## src/rtl/scode_pkg.sv

```systemverilog
package scode_pkg;

    localparam int SEG_W = 7;
    typedef logic [SEG_W-1:0] seg_t;

    // active-high segments, bit 6 = a ... bit 0 = g
    localparam seg_t SEG_BLANK = 7'b0000000;
    localparam seg_t SEG_ZERO  = 7'b1111110;
    localparam seg_t SEG_ONE   = 7'b0110000;
    localparam seg_t SEG_EQ    = 7'b1001111;
    localparam seg_t SEG_NE    = 7'b0010101;

    typedef enum logic {
        ST_ARM,
        ST_SHOW
    } scode_state_e;

    typedef struct packed {
        logic show;
        logic match;
    } scode_status_t;

    function automatic seg_t glyph_bit(input logic b);
        return b ? SEG_ONE : SEG_ZERO;
    endfunction

    function automatic seg_t glyph_verdict(input logic m);
        return m ? SEG_EQ : SEG_NE;
    endfunction

endpackage

```

## src/rtl/scode_trig_sync.sv

```systemverilog
module scode_trig_sync (
    input  logic clk,
    input  logic rst,
    input  logic trig,
    input  logic bit_in,
    output logic cap,
    output logic cap_bit
);
    logic [1:0] trig_s;
    logic [1:0] bit_s;
    logic       trig_prev;

    always_ff @(posedge clk) begin
        if (rst) begin
            trig_s    <= '0;
            bit_s     <= '0;
            trig_prev <= 1'b0;
        end else begin
            trig_s    <= {trig_s[0], trig};
            bit_s     <= {bit_s[0], bit_in};
            trig_prev <= trig_s[1];
        end
    end

    always_comb begin
        cap     = trig_s[1] & ~trig_prev;
        cap_bit = bit_s[1];
    end

    // one press yields a single-cycle capture strobe
    a_r2_single_pulse: assert property (@(posedge clk) disable iff (rst)
        cap |=> !cap);

endmodule

```

## src/rtl/scode_entry.sv

```systemverilog
module scode_entry
    import scode_pkg::*;
#(
    parameter int              NUM_BITS    = 5,
    parameter logic [NUM_BITS-1:0] REF_CODE = 5'b11001,
    parameter int              HOLD_CYCLES = 5000
) (
    input  logic                clk,
    input  logic                rst,
    input  logic                cap,
    input  logic                cap_bit,
    output logic [NUM_BITS-1:0] word,
    output scode_status_t       status
);
    localparam int CW = (NUM_BITS > 2) ? $clog2(NUM_BITS) : 1;
    localparam int TW = (HOLD_CYCLES > 1) ? $clog2(HOLD_CYCLES) : 1;
    localparam logic [CW-1:0] CNT_LAST  = CW'(NUM_BITS - 1);
    localparam logic [TW-1:0] TIME_LAST = TW'(HOLD_CYCLES - 1);

    scode_state_e        st_q;
    logic [CW-1:0]       cnt_q;
    logic [NUM_BITS-1:0] shift_q;
    logic [NUM_BITS-1:0] word_q;
    logic                match_q;
    logic [TW-1:0]       timer_q;
    logic [NUM_BITS-1:0] shift_n;

    always_comb shift_n = {shift_q[NUM_BITS-2:0], cap_bit};

    always_ff @(posedge clk) begin
        if (rst) begin
            st_q    <= ST_ARM;
            cnt_q   <= '0;
            shift_q <= '0;
            word_q  <= '0;
            match_q <= 1'b0;
            timer_q <= '0;
        end else begin
            case (st_q)
                ST_ARM: begin
                    if (cap) begin
                        shift_q <= shift_n;
                        if (cnt_q == CNT_LAST) begin
                            cnt_q   <= '0;
                            word_q  <= shift_n;
                            match_q <= (shift_n == REF_CODE);
                            timer_q <= '0;
                            st_q    <= ST_SHOW;
                        end else begin
                            cnt_q <= cnt_q + 1'b1;
                        end
                    end
                end
                ST_SHOW: begin
                    if (timer_q == TIME_LAST) begin
                        timer_q <= '0;
                        st_q    <= ST_ARM;
                    end else begin
                        timer_q <= timer_q + 1'b1;
                    end
                end
                default: st_q <= ST_ARM;
            endcase
        end
    end

    always_comb begin
        word         = word_q;
        status.show  = (st_q == ST_SHOW);
        status.match = match_q;
    end

    // the hold timer never runs past its window
    a_r5_timer_bound: assert property (@(posedge clk) disable iff (rst)
        timer_q <= TIME_LAST);

    // a shown result is frozen until the block re-arms
    a_r6_word_frozen: assert property (@(posedge clk) disable iff (rst)
        (st_q == ST_SHOW) |=> (st_q == ST_ARM) || $stable(word_q));

    // presses during a hold do not count toward the next entry
    a_r6_no_count_in_hold: assert property (@(posedge clk) disable iff (rst)
        (st_q == ST_SHOW) |-> (cnt_q == '0));

    // the bit counter stays within one entry
    a_r3_count_bound: assert property (@(posedge clk) disable iff (rst)
        cnt_q <= CNT_LAST);

endmodule

```

## src/rtl/scode_scan.sv

```systemverilog
module scode_scan
    import scode_pkg::*;
#(
    parameter int NUM_BITS   = 5,
    parameter int NUM_DIGITS = 7,
    parameter int SCAN_DIV   = 1
) (
    input  logic                  clk,
    input  logic                  rst,
    input  logic [NUM_BITS-1:0]   word,
    input  scode_status_t         status,
    output logic [NUM_DIGITS-1:0] anode,
    output seg_t                  seg
);
    localparam int SW = (NUM_DIGITS > 1) ? $clog2(NUM_DIGITS) : 1;
    localparam logic [SW-1:0] SLOT_LAST = SW'(NUM_DIGITS - 1);

    logic          tick;
    logic [SW-1:0] slot_q;

    generate
        if (SCAN_DIV > 1) begin : g_div
            localparam int DW = $clog2(SCAN_DIV);
            logic [DW-1:0] div_q;
            always_ff @(posedge clk) begin
                if (rst) div_q <= '0;
                else if (div_q == DW'(SCAN_DIV - 1)) div_q <= '0;
                else div_q <= div_q + 1'b1;
            end
            always_comb tick = (div_q == DW'(SCAN_DIV - 1));
        end else begin : g_nodiv
            always_comb tick = 1'b1;
        end
    endgenerate

    always_ff @(posedge clk) begin
        if (rst) slot_q <= '0;
        else if (tick) slot_q <= (slot_q == SLOT_LAST) ? '0 : slot_q + 1'b1;
    end

    always_comb begin
        anode = '0;
        for (int d = 0; d < NUM_DIGITS; d++)
            if (slot_q == SW'(d)) anode[d] = 1'b1;
    end

    always_comb begin
        seg = SEG_BLANK;
        if (status.show) begin
            for (int k = 0; k < NUM_BITS; k++)
                if (slot_q == SW'(k)) seg = glyph_bit(word[NUM_BITS-1-k]);
            if (slot_q == SW'(NUM_BITS)) seg = glyph_verdict(status.match);
        end
    end

endmodule

```

## src/rtl/scode_display.sv

```systemverilog
module scode_display
    import scode_pkg::*;
#(
    parameter int                  NUM_BITS    = 5,
    parameter logic [NUM_BITS-1:0] REF_CODE    = 5'b11001,
    parameter int                  HOLD_CYCLES = 5000,
    parameter int                  NUM_DIGITS  = 7,
    parameter int                  SCAN_DIV    = 1
) (
    input  logic                  clk,
    input  logic                  rst,
    input  logic                  bit_in,
    input  logic                  trig,
    output logic [NUM_DIGITS-1:0] anode,
    output logic [SEG_W-1:0]      seg
);
    logic                cap;
    logic                cap_bit;
    logic [NUM_BITS-1:0] word;
    scode_status_t       status;

    scode_trig_sync u_sync (
        .clk     (clk),
        .rst     (rst),
        .trig    (trig),
        .bit_in  (bit_in),
        .cap     (cap),
        .cap_bit (cap_bit)
    );

    scode_entry #(
        .NUM_BITS    (NUM_BITS),
        .REF_CODE    (REF_CODE),
        .HOLD_CYCLES (HOLD_CYCLES)
    ) u_entry (
        .clk     (clk),
        .rst     (rst),
        .cap     (cap),
        .cap_bit (cap_bit),
        .word    (word),
        .status  (status)
    );

    scode_scan #(
        .NUM_BITS   (NUM_BITS),
        .NUM_DIGITS (NUM_DIGITS),
        .SCAN_DIV   (SCAN_DIV)
    ) u_scan (
        .clk    (clk),
        .rst    (rst),
        .word   (word),
        .status (status),
        .anode  (anode),
        .seg    (seg)
    );

    // exactly one digit enabled
    a_r8_one_anode: assert property (@(posedge clk) disable iff (rst)
        $countones(anode) == 1);

    // the spare last digit never lights
    a_r8_last_blank: assert property (@(posedge clk) disable iff (rst)
        anode[NUM_DIGITS-1] |-> (seg == SEG_BLANK));

    // nothing lit while an entry is still being collected
    a_r4_dark_when_arming: assert property (@(posedge clk) disable iff (rst)
        !status.show |-> (seg == SEG_BLANK));

    // the cycle after reset the bank is dark
    a_r7_reset_blanks: assert property (@(posedge clk)
        rst |=> (seg == SEG_BLANK));

endmodule

```

## config.mk

```make
export PLATFORM = sky130hd
export DESIGN_NAME = scode_display
export DESIGN_NICKNAME = d
export VERILOG_FILES = /design/src/rtl/scode_pkg.sv /design/src/rtl/scode_trig_sync.sv /design/src/rtl/scode_entry.sv /design/src/rtl/scode_scan.sv /design/src/rtl/scode_display.sv
export SDC_FILE = /design/constraint.sdc
export NUM_CORES = 1
export LEC_CHECK = 0
export BUFFER_PORTS_ARGS = -buffer_cell sky130_fd_sc_hd__buf_4
export CAP_MARGIN = 20
export CORE_ASPECT_RATIO = 0.8
export CORE_MARGIN = 2
export CORE_UTILIZATION = 62
export DETAILED_ROUTE_END_ITERATION = 10
export GPL_TIMING_DRIVEN = 0
export PLACE_DENSITY = 0.83
export SLEW_MARGIN = 20
export SYNTH_ARGS = -nofsm -noshare
export SYNTH_HDL_FRONTEND = slang
export SYNTH_SLANG_ARGS = --single-unit
```

## constraint.sdc

```tcl
create_clock -name clk -period 2.9 [get_ports clk]
set_clock_uncertainty 0.15 [all_clocks]
set_input_delay 0.145 -clock clk [delete_from_list [all_inputs] [get_ports clk]]
set_output_delay 0.145 -clock clk [all_outputs]
set_load 0.02 [all_outputs]
```

==> Yosys cells after proc, flatten, opt, wreduce, memory -nomap -nowiden <==
Index checks and enable logic that the tools add are counted.
{ "word_totals": {"reg_bits": 35, "input_bits": 4, "output_inout_bits": 14} }
{ "op_classes": {"addsub": 3, "n_eq_ne": 11, "n_mux": 29, "bitwise": 3, "reduce_logical": 5} }
{ "ops": {"columns": ["op", "count"], "rows": [
  ["$mux 7", 13],
  ["$mux 13", 3],
  ["$pmux 13 s2", 1],
  ["$add 13x1->13 const B", 1],
  ["$eq 13x13->1 const B", 1],
  ["$eq 3x3->1 const B", 4],
  ["$mux 1", 10],
  ["$add 3x1->3 const B", 2],
  ["$eq 3x2->1 const B", 2],
  ["$eq 5x5->1 const B", 1],
  ["$reduce_and 2->1", 2],
  ["$eq 3x1->1 const B", 1],
  ["$logic_not 3->1", 1],
  ["$mux 3", 1],
  ["$reduce_and 3->1", 1],
  ["$ne 2x1->1 const B", 1],
  ["$ne 2x2->1 const B", 1],
  ["$not 1->1", 2],
  ["$pmux 1 s2", 1],
  ["$reduce_or 2->1", 1],
  ["$and 1x1->1", 1]
]} }

==> Logic depth before layout (Yosys ltp) <==
Gate-level depths: netlist of run 1.
{ "logic_depth": {"depth_word": 8, "depth_mapped": 8, "mapped_depth_nobuf": 6} }

==> Modules after synthesis <==
From an unflattened synthesis of run 1, not the netlist that was laid out.
{ "unflattened": {"hier_cells": 207, "hier_area_um2": 1751.7} }
{ "modules_own_cells": {"columns": ["mod", "n_inst", "cells_per_inst", "area_each_um2", "seq_area_each_um2"], "rows": [
  ["scode_entry", 1, 152, 1272.5, 540.5],
  ["scode_scan", 1, 44, 341.6, 60.1],
  ["scode_trig_sync", 1, 11, 137.6, 100.1]
]} }

==> Least setup slack after synthesis of run 1 <==
OpenSTA, ideal clock, no wires.
{ "synth_path": {"path_type": "register to output", "start": "register u_scan.slot_q[2]", "end": "output seg[3]", "arrival_time_ns": 2.223, "required_ns": 2.605, "path_slack_ns": 0.382, "path_stages_with_launch": 9, "n_path_buf": 2, "cell_sequence": "dfxtp_1 > clkbuf_1 > inv_1 > ha_1 > nor2_1 > o311ai_0 > a21oi_1 > nor2b_1 > buf_4"} }
{ "synth_via": {"elab_chain_cells": 8} }
{ "synth_rtl": {"columns": ["element", "line", "text"], "rows": [
  ["start, declared", "scode_scan.sv:19", "logic [SW-1:0] slot_q;"],
  ["start signal, assigned", "scode_scan.sv:38", "else if (tick) slot_q <= (slot_q == SLOT_LAST) ? '0 : slot_q + 1'b1;"],
  ["$logic_not 3->1", "scode_scan.sv:51", "if (slot_q == SW'(k)) seg = glyph_bit(word[NUM_BITS-1-k]);"],
  ["$mux 7 (5 in a row)", "scode_scan.sv:51", null],
  ["$mux 7 (*)", "scode_scan.sv:52", "if (slot_q == SW'(NUM_BITS)) seg = glyph_verdict(status.match);"],
  ["$mux 7 (*)", "scode_scan.sv:49", "if (status.show) begin"],
  ["end, declared", "scode_display.sv:15", "output logic [SEG_W-1:0] seg"]
]} }
Mark *: on every way between the ends. The rest lies on a longest branch, timed or not.

==> Final worst setup path of run 1 <==
Ends and elaborated chain as after synthesis.

==> results of run 1 <==
## repair_timing
item | in CTS | in global routing
hold endpoints to repair | 11 | 0
hold buffers | 5 | 0
gates resized for setup | 0 | 0
## sequential cells by signal, summed over array words and instances (netlist names)
name and cells:
u_sync.trig_prev 1, u_entry.timer_q 13, u_entry.shift_q 4, u_entry.st_q 1, u_sync.trig_s 2, u_entry.match_q 1
u_sync.bit_s 2, u_entry.cnt_q 3, u_scan.slot_q 3, u_entry.word 5
## metal layers
metal | vias to the layer above | part of all wire (%) | track usage (%) | routed length (µm)
met5 | - | 0 | 0 | 0
met3 | 10 | 7.5 | 10.39 | 306
met1 | 720 | 43 | 31.66 | 1733
met2 | 75 | 47 | 43.92 | 1923
li1 | 760 | - | - | -
met4 | 0 | 2.5 | 11.35 | 101
## critical path: stages (launching register included)
cell and delay [ns]:
sky130_fd_sc_hd__dfxtp_1 0.32, sky130_fd_sc_hd__clkbuf_1 0.31, sky130_fd_sc_hd__inv_1 0.08, sky130_fd_sc_hd__ha_1 0.27
sky130_fd_sc_hd__nor2_1 0.11, sky130_fd_sc_hd__o311ai_0 0.13, sky130_fd_sc_hd__a21oi_1 0.22, sky130_fd_sc_hd__nor2b_1 0.25
sky130_fd_sc_hd__buf_4 0.15, sky130_fd_sc_hd__buf_4 0.13
## logic make-up after synthesis
group           count (synthesis)  synth area share (%)
xor+xnor                        1                0.4889
compound gates                 34                 13.41
flops                          35                 39.11
simple gates                   88                 27.58
mux                            10                 5.587
fa+ha+maj                       8                 5.587
buf+inv                        24                 8.240
## metrics by stage
| step | area [µm²] | power (W) | setup slack (ns) | instances |
|---|---|---|---|---|
| final | 2077 | 0.0008900 | 0.2861 | 267 |
| after floorplan | 1792 | 0.0005667 | 0.3817 | 200 |
| after global placement | 1959 | 0.0005896 | 0.8184 | 254 |
| after CTS | 2077 | 0.0008919 | 0.2838 | 267 |
| after detailed placement | 1959 | 0.0005940 | 0.6863 | 254 |
| after global routing | 2077 | 0.0009242 | 0.09446 | 267 |
## cell usage in the layout (no fill, tap or decap), types with 2 or more instances in the layout
cell type / count
sky130_fd_sc_hd__a21oi_1: 6
sky130_fd_sc_hd__a311oi_1: 6
sky130_fd_sc_hd__a31oi_1: 6
sky130_fd_sc_hd__and2_1: 4
sky130_fd_sc_hd__and3_1: 2
sky130_fd_sc_hd__and4_1: 3
sky130_fd_sc_hd__buf_2: 2
sky130_fd_sc_hd__buf_4: 21
sky130_fd_sc_hd__buf_6: 2
sky130_fd_sc_hd__clkbuf_1: 3
sky130_fd_sc_hd__clkbuf_4: 5
sky130_fd_sc_hd__clkbuf_8: 2
sky130_fd_sc_hd__dfxtp_1: 35
sky130_fd_sc_hd__dlygate4sd3_1: 5
sky130_fd_sc_hd__ha_1: 8
sky130_fd_sc_hd__inv_1: 10
sky130_fd_sc_hd__mux2i_1: 10
sky130_fd_sc_hd__nand2_1: 12
sky130_fd_sc_hd__nand2b_1: 3
sky130_fd_sc_hd__nand3_1: 6
sky130_fd_sc_hd__nand3b_1: 3
sky130_fd_sc_hd__nand4_1: 2
sky130_fd_sc_hd__nor2_1: 27
sky130_fd_sc_hd__nor2b_1: 11
sky130_fd_sc_hd__nor3_1: 3
sky130_fd_sc_hd__nor3b_1: 3
sky130_fd_sc_hd__o21ai_0: 8
## worst max path at each step
stage | end | slack, ns | cells past startpoint
after floorplan | seg[3] | 0.38 | 8
after detailed placement | seg[3] | 0.69 | 9
after CTS | seg[3] | 0.28 | 9
after global placement | seg[3] | 0.82 | 9
final | seg[3] | 0.29 | 9
after global routing | seg[3] | 0.09 | 9
## area by class of cell
class,instances,area [µm²],area share (%)
Tap cell,38,47.55,2.289
Clock inverter,2,16.27,0.7831
Multi-Input combinational cell,141,943.4,45.42
Clock buffer,6,51.30,2.470
Inverter,10,37.54,1.807
Sequential cell,35,700.7,33.73
Buffer,14,110.1,5.301
Timing Repair Buffer,21,170.2,8.193
## power breakdown
part,internal [W],total [W],switching [W],leakage [nW]
clock,0.000119,0.000300,0.000181,0.0345
sequential,0.000489,0.000494,0.00000529,0.284
combinational,0.0000432,0.0000958,0.0000526,0.507
total,0.000651,0.000890,0.000239,0.825
==> results.md, run 1 <==
- Run status: finished clean
- Worst slack on hold paths: 0.3280 ns
- Post-Route Setup TNS: 0 ns
- Height of the die: 52.08 µm
- Routed len/inst: 15.22 µm
- Post-Route Utilization: 75.11%
- Per-instance average area after synthesis: 8.959 µm²
- Endpoint of the worst hold path: u_scan.slot_q[0]
- Worst Setup Path Type: reg2out
- Area leader, netlist: sky130_fd_sc_hd__dfxtp_1
- Cell leakage power: 0.8251 nW
- Unrepaired setup endpoints after global routing: no
- Data arrival time of the worst path: 2.32 ns
- DRC viols: 0
- Chip Width: 64.10 µm
- Maximum number of pins on one net before global-route repair: 13
- Launch point of the worst path: u_scan.slot_q[2]
- TritonCTS Buffers: 5
- Area grow syn2layout: 15.92%
- Clk buf depth: 2
- Initial antenna violation count: 0
- Via count of the first global-routing pass: 1482
- Number of warnings issued by yosys: 0
- Post-Synthesis Cell Area: 1792 µm²
- Yosys cell types: 44
- Row Count: 17
- Post-synth top flop: sky130_fd_sc_hd__dfxtp_1
- Fraction of the cycle the final worst path needs: 90.13%
- Synth Instances: 200
- Endpoints failing hold: 0
- Async S/R FF share, synth: 0%
- Post-detailed-placement half-perimeter wirelength: 2762 µm
- Count of final max-slew check failures: 0
- Highest attainable clock frequency: 382.6 MHz
- Ratio of cells with drive above 1 in the final layout: 18.78%
- Remaining global-route overflow: 0
- Clock latency on the worst-skew pair: 0.36 ns
- EDFF count, synth: 0
- Path class of the lowest-slack min-delay path: reg2reg
- Fillers: 199
- Crit path capture type: output pin
- Launch point of the worst reg-to-reg path: u_entry.timer_q[0]
- Core box area: 2765 µm²
- Total vias in the final route: 1565
- Cell at the root of the clock tree: sky130_fd_sc_hd__clkbuf_4
- Post-synth top cells: sky130_fd_sc_hd__dfxtp_1 (35), sky130_fd_sc_hd__nor2_1 (27), sky130_fd_sc_hd__nand2_1 (12)
- Maximum fanout count along the critical path: 10
- Slew Limit Headroom: 60.84%
- Worst supply voltage drop on vdd: 342.7 µV
- Power density over the cells: 428.5 nW/µm²
- Die area: 3338 µm²
- Minimum clock period after layout: 2.614 ns
- Port buffer count: 16
- Max Cap Violations: 0
- Worst slew pin tran: 0.5847 ns
- Number of setup buffers added after CTS: 0
- Final ANT Viol Nets: 0
- Count of state elements after synthesis: 35
- Average vias per placed instance: 5.861
- Drt first pass iters: 5
- Reg-to-reg endpoint: u_entry.timer_q[8]
- Top-area cell type share of the netlist area: 39.11%
- Total detailed-routing wirelength: 4064 µm
- Number of top-level pins: 18
- Clock Sink Count: 35
- Initial core utilization: 64.80%
- Type of origin of the critical path: flop
- Cell types occupying the most area after synthesis: sky130_fd_sc_hd__dfxtp_1 (39%), sky130_fd_sc_hd__nor2_1 (5.7%), sky130_fd_sc_hd__ha_1 (5.6%), sky130_fd_sc_hd__mux2i_1 (5.6%), sky130_fd_sc_hd__nor2b_1 (3.8%)
- Net count of the finished layout: 240
- Reg clk slew, reported paths: 0.11 ns
- First-pass GRT wire length: 6637 µm
- Most frequent cell after synthesis: sky130_fd_sc_hd__dfxtp_1
- Final number of setup-violating endpoints: 0
- Count of H-tree levels built during CTS: 2
- Required arrival time at the worst endpoint: 2.61 ns
- CTS tree: done
- Flop-to-flop setup slack: 0.87 ns
- Worst Hold Path Cells: 1
- Post-Synthesis Net Count: 212
- Sequential share of the synthesized area: 39.11%
- Hold Path Origin: u_scan.slot_q[0]
- Combined global-route utilization of all metal layers: 26.80%
- Detailed router's first-iteration violation count: 101
- Antenna Diode Count: 0
- Weighted congestion reported at the end of routability-driven placement: 0.8491
- FF-to-FF path depth: 6
No activity file was read; power rests on OpenSTA's default activity.
==> inputs of run 2 (changes only) <==
--- a/config.mk
+++ b/config.mk
@@ -16,4 +16,5 @@
 export SLEW_MARGIN = 20
 export SYNTH_ARGS = -nofsm -noshare
 export SYNTH_HDL_FRONTEND = slang
+export SYNTH_HIERARCHICAL = 1
 export SYNTH_SLANG_ARGS = --single-unit
==> results.md, run 2 <==
- Run status: finished clean
- Post-detailed-placement half-perimeter wirelength: 2803 µm
- Reg-to-reg endpoint: u_entry/match_q
- Post-Synthesis Net Count: 219
- Detailed router's first-iteration violation count: 140
- Crit path capture type: output pin
- Number of warnings issued by yosys: 6
- Path class of the lowest-slack min-delay path: reg2reg
- Required arrival time at the worst endpoint: 2.61 ns
- Final number of setup-violating endpoints: 0
- Worst supply voltage drop on vdd: 427.2 µV
- Area leader, netlist: sky130_fd_sc_hd__dfxtp_1
- Worst slew pin tran: 0.6608 ns
- Post-Route Setup TNS: 0 ns
- Launch point of the worst path: u_scan/slot_q[2]
- Reg clk slew, reported paths: 0.10 ns
- Routed len/inst: 14.27 µm
- Antenna Diode Count: 0
- Worst Setup Path Type: reg2out
- Die area: 3269 µm²
- Portion of netlist area occupied by mux cells: 0.5714%
- DRC viols: 0
- Initial core utilization: 64.34%
- Fraction of synthesized cell area in xor and xnor cells: 1.500%
- Placed Cells: 262
- Chip Width: 63.43 µm
- Per-instance average area after synthesis: 8.462 µm²
- Sequential share of the synthesized area: 40.00%
- Synth Instances: 207
- Number of setup buffers added after CTS: 0
- Total detailed-routing wirelength: 3924 µm
- EDFF count, synth: 0
- Quantity of hold-fixing buffers added after cts: 5
- Maximum fanout count along the critical path: 10
- Endpoints failing hold: 0
- Clk buf depth: 2
- Net count of the finished layout: 248
- Clock latency on the worst-skew pair: 0.33 ns
- Synthesized-area fraction occupied by ao, oa, aoi and oai cells: 18.71%
- Power density over the cells: 433.9 nW/µm²
- Post-synth top flop: sky130_fd_sc_hd__dfxtp_1
- Height of the die: 51.54 µm
- Minimum clock period after layout: 2.477 ns
- Flop-to-flop setup slack: 0.80 ns
- Async S/R FF share, synth: 0%
- Ratio of cells with drive above 1 in the final layout: 15.61%
- Fraction of the cycle the final worst path needs: 85.42%
- Data arrival time of the worst path: 2.18 ns
- TritonCTS Buffers: 5
- Slew Limit Headroom: 55.74%
- Most frequent standard cell in the layout excluding fill and tap cells: sky130_fd_sc_hd__dfxtp_1
- Combined global-route utilization of all metal layers: 24.95%
- Highest attainable clock frequency: 403.7 MHz
- Cell leakage power: 0.7941 nW
- Share of synthesized cell area in full adder, half adder and majority cells: 5.714%
- Port buffer count: 17
- Unrepaired setup endpoints after global routing: no
- Post-synth top cells: sky130_fd_sc_hd__dfxtp_1 (35), sky130_fd_sc_hd__nand2_1 (34), sky130_fd_sc_hd__a21oi_1 (16)
- Cell at the root of the clock tree: sky130_fd_sc_hd__clkbuf_4
- Via count of the first global-routing pass: 1406
- Total Power Consumption: 0.0008876 W
- Number of top-level pins: 18
- FF-to-FF path depth: 7
- Worst slack on hold paths: 0.2957 ns
- Yosys cell types: 42
- Commonest cells after routing, fill and taps aside: sky130_fd_sc_hd__dfxtp_1 (35), sky130_fd_sc_hd__nand2_1 (34), sky130_fd_sc_hd__buf_4 (22)
- Post-Synthesis Cell Area: 1752 µm²
- Number of resized instances in the post-cts repair step: 0
- Row Count: 17
- Core box area: 2723 µm²
- CTS tree: done
- Drt first pass iters: 4
- Launch point of the worst reg-to-reg path: u_sync/trig_s[1]
- Clock Sink Count: 35
- Cell types occupying the most area after synthesis: sky130_fd_sc_hd__dfxtp_1 (40%), sky130_fd_sc_hd__nand2_1 (7.3%), sky130_fd_sc_hd__ha_1 (5.7%), sky130_fd_sc_hd__a21oi_1 (4.6%), sky130_fd_sc_hd__nor2b_1 (3.9%)
- Final ANT Viol Nets: 0
- First-pass GRT wire length: 6251 µm
- Max Cap Violations: 0
- Most frequent cell after synthesis: sky130_fd_sc_hd__dfxtp_1
- Count of H-tree levels built during CTS: 2
- Register containing the most flip-flops in the final layout: u_entry/timer_q
- Top-area cell type share of the netlist area: 40.00%
- Weighted congestion reported at the end of routability-driven placement: 0.8610
- Count of final max-slew check failures: 0
- Initial antenna violation count: 0
- Flip-flop count of the largest register after layout: 13
- Remaining global-route overflow: 0
- Destination of the critical timing path: seg[6]
- Number of non-filler instances in the completed layout: 275
- Total vias in the final route: 1567
- Average vias per placed instance: 5.698
- Hold Path Origin: u_sync/trig_s[0]
- Count of state elements after synthesis: 35
- Synth Area in Simple Gates: 27.21%
- Maximum number of pins on one net before global-route repair: 11
- Type of origin of the critical path: flop
- Combinational family with the most area after synthesis: simple AND/OR/NAND/NOR gates
- Area grow syn2layout: 16.79%
## run 2: stage by stage
stage / area [µm²] / setup WS (ns) / utilization (%)
floorplan: 1752 / 0.6201 / -
global placement: 1927 / 0.8467 / 70.77
detailed placement: 1927 / 0.8089 / 70.77
CTS: 2046 / 0.4317 / 75.14
global route: 2046 / 0.2588 / 75.14
finish: 2046 / 0.4228 / 75.14
## run 2: worst min-delay path by stage
stage	slack, ns	end	cells past startpoint
after detailed placement	0.22	u_sync/trig_s[0]	2
after floorplan	0.07	u_sync/bit_s[0]	1
after global placement	0.21	u_sync/trig_s[0]	2
final	0.30	u_sync/trig_s[1]	1
after CTS	0.30	u_sync/trig_s[1]	1
after global routing	0.32	u_sync/trig_s[1]	1
## run 2: cell families (layout without fill, tap and decap cells)
family,Yosys count,count (layout)
adder cells (fa/ha/maj),8,8
buffers and inverters,22,52
flip-flops,35,35
AO/OA/AOI/OAI,47,47
XOR/XNOR,3,3
AND/OR/NAND/NOR,91,91
multiplexers,1,1
## run 2: cell type report
| class | instances | area, µm² |
|---|---|---|
| Buffer | 10 | 65.06 |
| Multi-Input combinational cell | 150 | 940.9 |
| Fill cell | 207 | 676.9 |
| Clock buffer | 8 | 68.82 |
| Sequential cell | 35 | 700.7 |
| Inverter | 12 | 45.04 |
| Timing Repair Buffer | 22 | 177.7 |
| Tap cell | 38 | 47.55 |
## run 2: power breakdown
part | total, W | internal, W | switching (W)
Clock | 0.000300 | 0.000143 | 0.000157
Combinational | 0.0000941 | 0.0000404 | 0.0000537
Sequential | 0.000494 | 0.000488 | 0.00000533
## run 2: worst max-delay path: stages (launching register included)
cell and delay (ns):
sky130_fd_sc_hd__dfxtp_1 0.34, sky130_fd_sc_hd__clkbuf_2 0.24, sky130_fd_sc_hd__inv_1 0.07, sky130_fd_sc_hd__ha_1 0.28, sky130_fd_sc_hd__a2111oi_4 0.33, sky130_fd_sc_hd__a32o_1 0.19, sky130_fd_sc_hd__o21a_1 0.16, sky130_fd_sc_hd__buf_4 0.11
sky130_fd_sc_hd__buf_4 0.13
## run 2: per-layer routing
metal	GRT usage, %	share of wire [%]
met2	41.05	48
met1	32.04	47
met3	5.195	4.5
met5	0	0
met4	11.23	0.76
==> inputs of run 3 (changes only) <==
--- a/config.mk
+++ b/config.mk
@@ -5,14 +5,13 @@
 export SDC_FILE = /design/constraint.sdc
 export NUM_CORES = 1
 export LEC_CHECK = 0
+export ABC_AREA = 1
 export BUFFER_PORTS_ARGS = -buffer_cell sky130_fd_sc_hd__buf_4
 export CAP_MARGIN = 20
 export CORE_ASPECT_RATIO = 0.8
 export CORE_MARGIN = 2
-export CORE_UTILIZATION = 62
+export CORE_UTILIZATION = 44
 export DETAILED_ROUTE_END_ITERATION = 10
-export GPL_TIMING_DRIVEN = 0
-export PLACE_DENSITY = 0.83
 export SLEW_MARGIN = 20
 export SYNTH_ARGS = -nofsm -noshare
 export SYNTH_HDL_FRONTEND = slang
==> results.md, run 3 <==
- Number of setup buffers added after CTS: 0
- Post-synth top flop: sky130_fd_sc_hd__dfxtp_1
- Post-synth top cells: sky130_fd_sc_hd__nand2_1 (55), sky130_fd_sc_hd__inv_1 (44), sky130_fd_sc_hd__nor2_1 (37)
- Initial antenna violation count: 0
- Average vias per placed instance: 4.575
- Die area: 4662 µm²
- Worst Setup Path Type: reg2out
- Slew Limit Headroom: 74.59%
- Post-route design area: 2110 µm²
- Worst slew pin tran: 0.3803 ns
- Data arrival time of the worst path: 1.86 ns
- Most frequent cell after synthesis: sky130_fd_sc_hd__nand2_1
- Number of resized instances in the post-cts repair step: 0
- Synth Instances: 264
- Row Count: 20
- Initial core utilization: 46.84%
- DRC viols: 0
- Weighted congestion reported at the end of routability-driven placement: 0.8399
- Longest individual stage delay on the worst path: 0.39 ns
- Post-Synthesis Net Count: 276
- Cell at the root of the clock tree: sky130_fd_sc_hd__clkbuf_8
- Core box area: 3879 µm²
- Height of the die: 61.48 µm
- Number of warnings issued by yosys: 6
- Max Cap Violations: 0
- Crit path capture type: output pin
- First-pass GRT wire length: 6168 µm
- Chip Width: 75.84 µm
- Antenna Diode Count: 0
- Cell types occupying the most area after synthesis: sky130_fd_sc_hd__dfxtp_1 (39%), sky130_fd_sc_hd__nand2_1 (11%), sky130_fd_sc_hd__inv_1 (9.1%), sky130_fd_sc_hd__nor2_1 (7.6%), sky130_fd_sc_hd__ha_1 (5.5%)
- Highest attainable clock frequency: 463.1 MHz
- TritonCTS Buffers: 5
- Clk buf depth: 2
- Area grow syn2layout: 16.12%
- Drt first pass iters: 4
- Count of final max-slew check failures: 0
- Most frequent standard cell in the layout excluding fill and tap cells: sky130_fd_sc_hd__nand2_1
- Slowest stage cell on the critical path: sky130_fd_sc_hd__dfxtp_1
- CTS tree: done
- Per-instance average area after synthesis: 6.882 µm²
- Count of H-tree levels built during CTS: 2
- Total vias in the final route: 1551
- Endpoints failing hold: 0
- Cell leakage power: 0.9225 nW
- Power density over the cells: 498.1 nW/µm²
- Placed Area: 1973 µm²
- Post-Synthesis Cell Area: 1817 µm²
- Flip-flop count of the largest register after layout: 13
- Type of origin of the critical path: flop
- Async S/R FF share, synth: 0%
- Maximum fanout count along the critical path: 4
- Yosys cell types: 26
- Remaining global-route overflow: 0
- EDFF count, synth: 0
- Clock Sink Count: 35
- Total Power Consumption: 0.001051 W
- Ratio of cells with drive above 1 in the final layout: 15.85%
- Total detailed-routing wirelength: 3578 µm
- Sequential share of the synthesized area: 38.57%
- Minimum clock period after layout: 2.159 ns
- Path class of the lowest-slack min-delay path: in2reg
- Post-detailed-placement half-perimeter wirelength: 2585 µm
- Reg clk slew, reported paths: 0.08 ns
- Fraction of the cycle the final worst path needs: 74.46%
- Commonest cells after routing, fill and taps aside: sky130_fd_sc_hd__nand2_1 (55), sky130_fd_sc_hd__inv_1 (44), sky130_fd_sc_hd__nor2_1 (37)
- Flop-to-flop setup slack: 1.18 ns
- Required arrival time at the worst endpoint: 2.61 ns
- Final ANT Viol Nets: 0
- Routed len/inst: 10.55 µm
- Port buffer count: 17
- Clock latency on the worst-skew pair: 0.30 ns
- Run status: finished clean
- Detailed router's first-iteration violation count: 71
- Number of top-level pins: 18
- Via count of the first global-routing pass: 1355
- Register containing the most flip-flops in the final layout: u_entry/timer_q
- Unrepaired setup endpoints after global routing: no
- Top-area cell type share of the netlist area: 38.57%
- Count of state elements after synthesis: 35
- Combined global-route utilization of all metal layers: 17.83%
- Area leader, netlist: sky130_fd_sc_hd__dfxtp_1
- Most numerous cell on the critical path: sky130_fd_sc_hd__nand2_1
- Quantity of hold-fixing buffers added after cts: 2
- Post-Route Setup TNS: 0 ns
- Series of cell instances along the critical path: ha_1 > ha_1 > inv_1 > or2_2 > nand2_1 > nand2_1 > nand2_1 > nand2_2 > nor2_2 > buf_4
- Net count of the finished layout: 295
- Final number of setup-violating endpoints: 0
- Maximum number of pins on one net before global-route repair: 23
- Worst supply voltage drop on vdd: 336.1 µV
[run 3: cell count changes in the layout (fill, tap and decap cells not counted), sizes merged, moves of 4 or more]
cell / change
a211oi: +4
a31oi: -11
buf: -5
clkbuf: -7
inv: +35
nand2: +26
nand3: +14
nor2: +28
nor2b: -11
[run 3: cell type report]
| type | count | area, µm² |
|---|---|---|
| multi-input cells | 175 | 895.9 |
| well taps | 55 | 68.82 |
| fillers | 398 | 1769 |
| repair buffers | 20 | 155.1 |
| clock buffers | 5 | 68.82 |
| clock inverters | 3 | 47.55 |
| inverters | 46 | 172.7 |
| flip-flops and latches | 35 | 700.7 |
[run 3: kinds of logic (layout without fill, tap and decap cells)]
group / count (synthesis) / count (layout) / share of synthesized area, %
and+or+nand+nor: 132 / 132 / 32.85
adders and majority gates: 8 / 8 / 5.510
DFF: 35 / 35 / 38.57
buffers and inverters: 54 / 74 / 12.12
AOI/OAI and AO/OA: 32 / 32 / 9.504
xor gates and xnor gates: 3 / 3 / 1.447
[run 3: report_power, final]
group          internal [W]   total, W  leakage [nW]  switching, W
clock network      0.000261   0.000459        0.0587      0.000198
logic             0.0000355  0.0000929         0.580     0.0000574
registers          0.000491   0.000499         0.284    0.00000782
[run 3: path summary, 6_finish.rpt]
kind / end / cells after the start / startpoint
setup / recovery: seg[3] / 10 / u_scan/slot_q[0]
hold reg to reg: u_sync/bit_s[1] / 2 / u_sync/bit_s[0]
hold / removal: u_sync/trig_s[1] / 2 / rst
setup reg to reg: u_entry/match_q / 8 / u_entry/st_q
[run 3: per-layer routing]
layer  global-route usage, %  part of all wire [%]  vias to the layer above
li1                        -                     -                      853
met1                   26.07                    55                      654
met2                   25.00                    37                       37
met3                   4.583                   6.0                        7
met4                   6.767                   1.5                        0
met5                       0                     0                        -
[run 3: through the flow]
step | setup WS, ns | hold WS, ns | std cells | util [%]
global placement | 1.093 | 0.2007 | 329 | 50.87
global route | 0.5666 | 0.04567 | 339 | 54.39
CTS | 0.7238 | 0.03201 | 339 | 54.39
floorplan | 0.8363 | 0.06618 | 264 | -
detailed placement | 1.060 | 0.2064 | 329 | 50.87
finish | 0.7406 | 0.02769 | 339 | 54.39
[run 3: worst max-delay path, delay by kind of cell, from the launching register on]
family                     cells  cell delay [ns]
DFF                            1             0.39
adders and majority gates      2             0.36
and+or+nand+nor                6             0.60
buffers and inverters          2             0.22
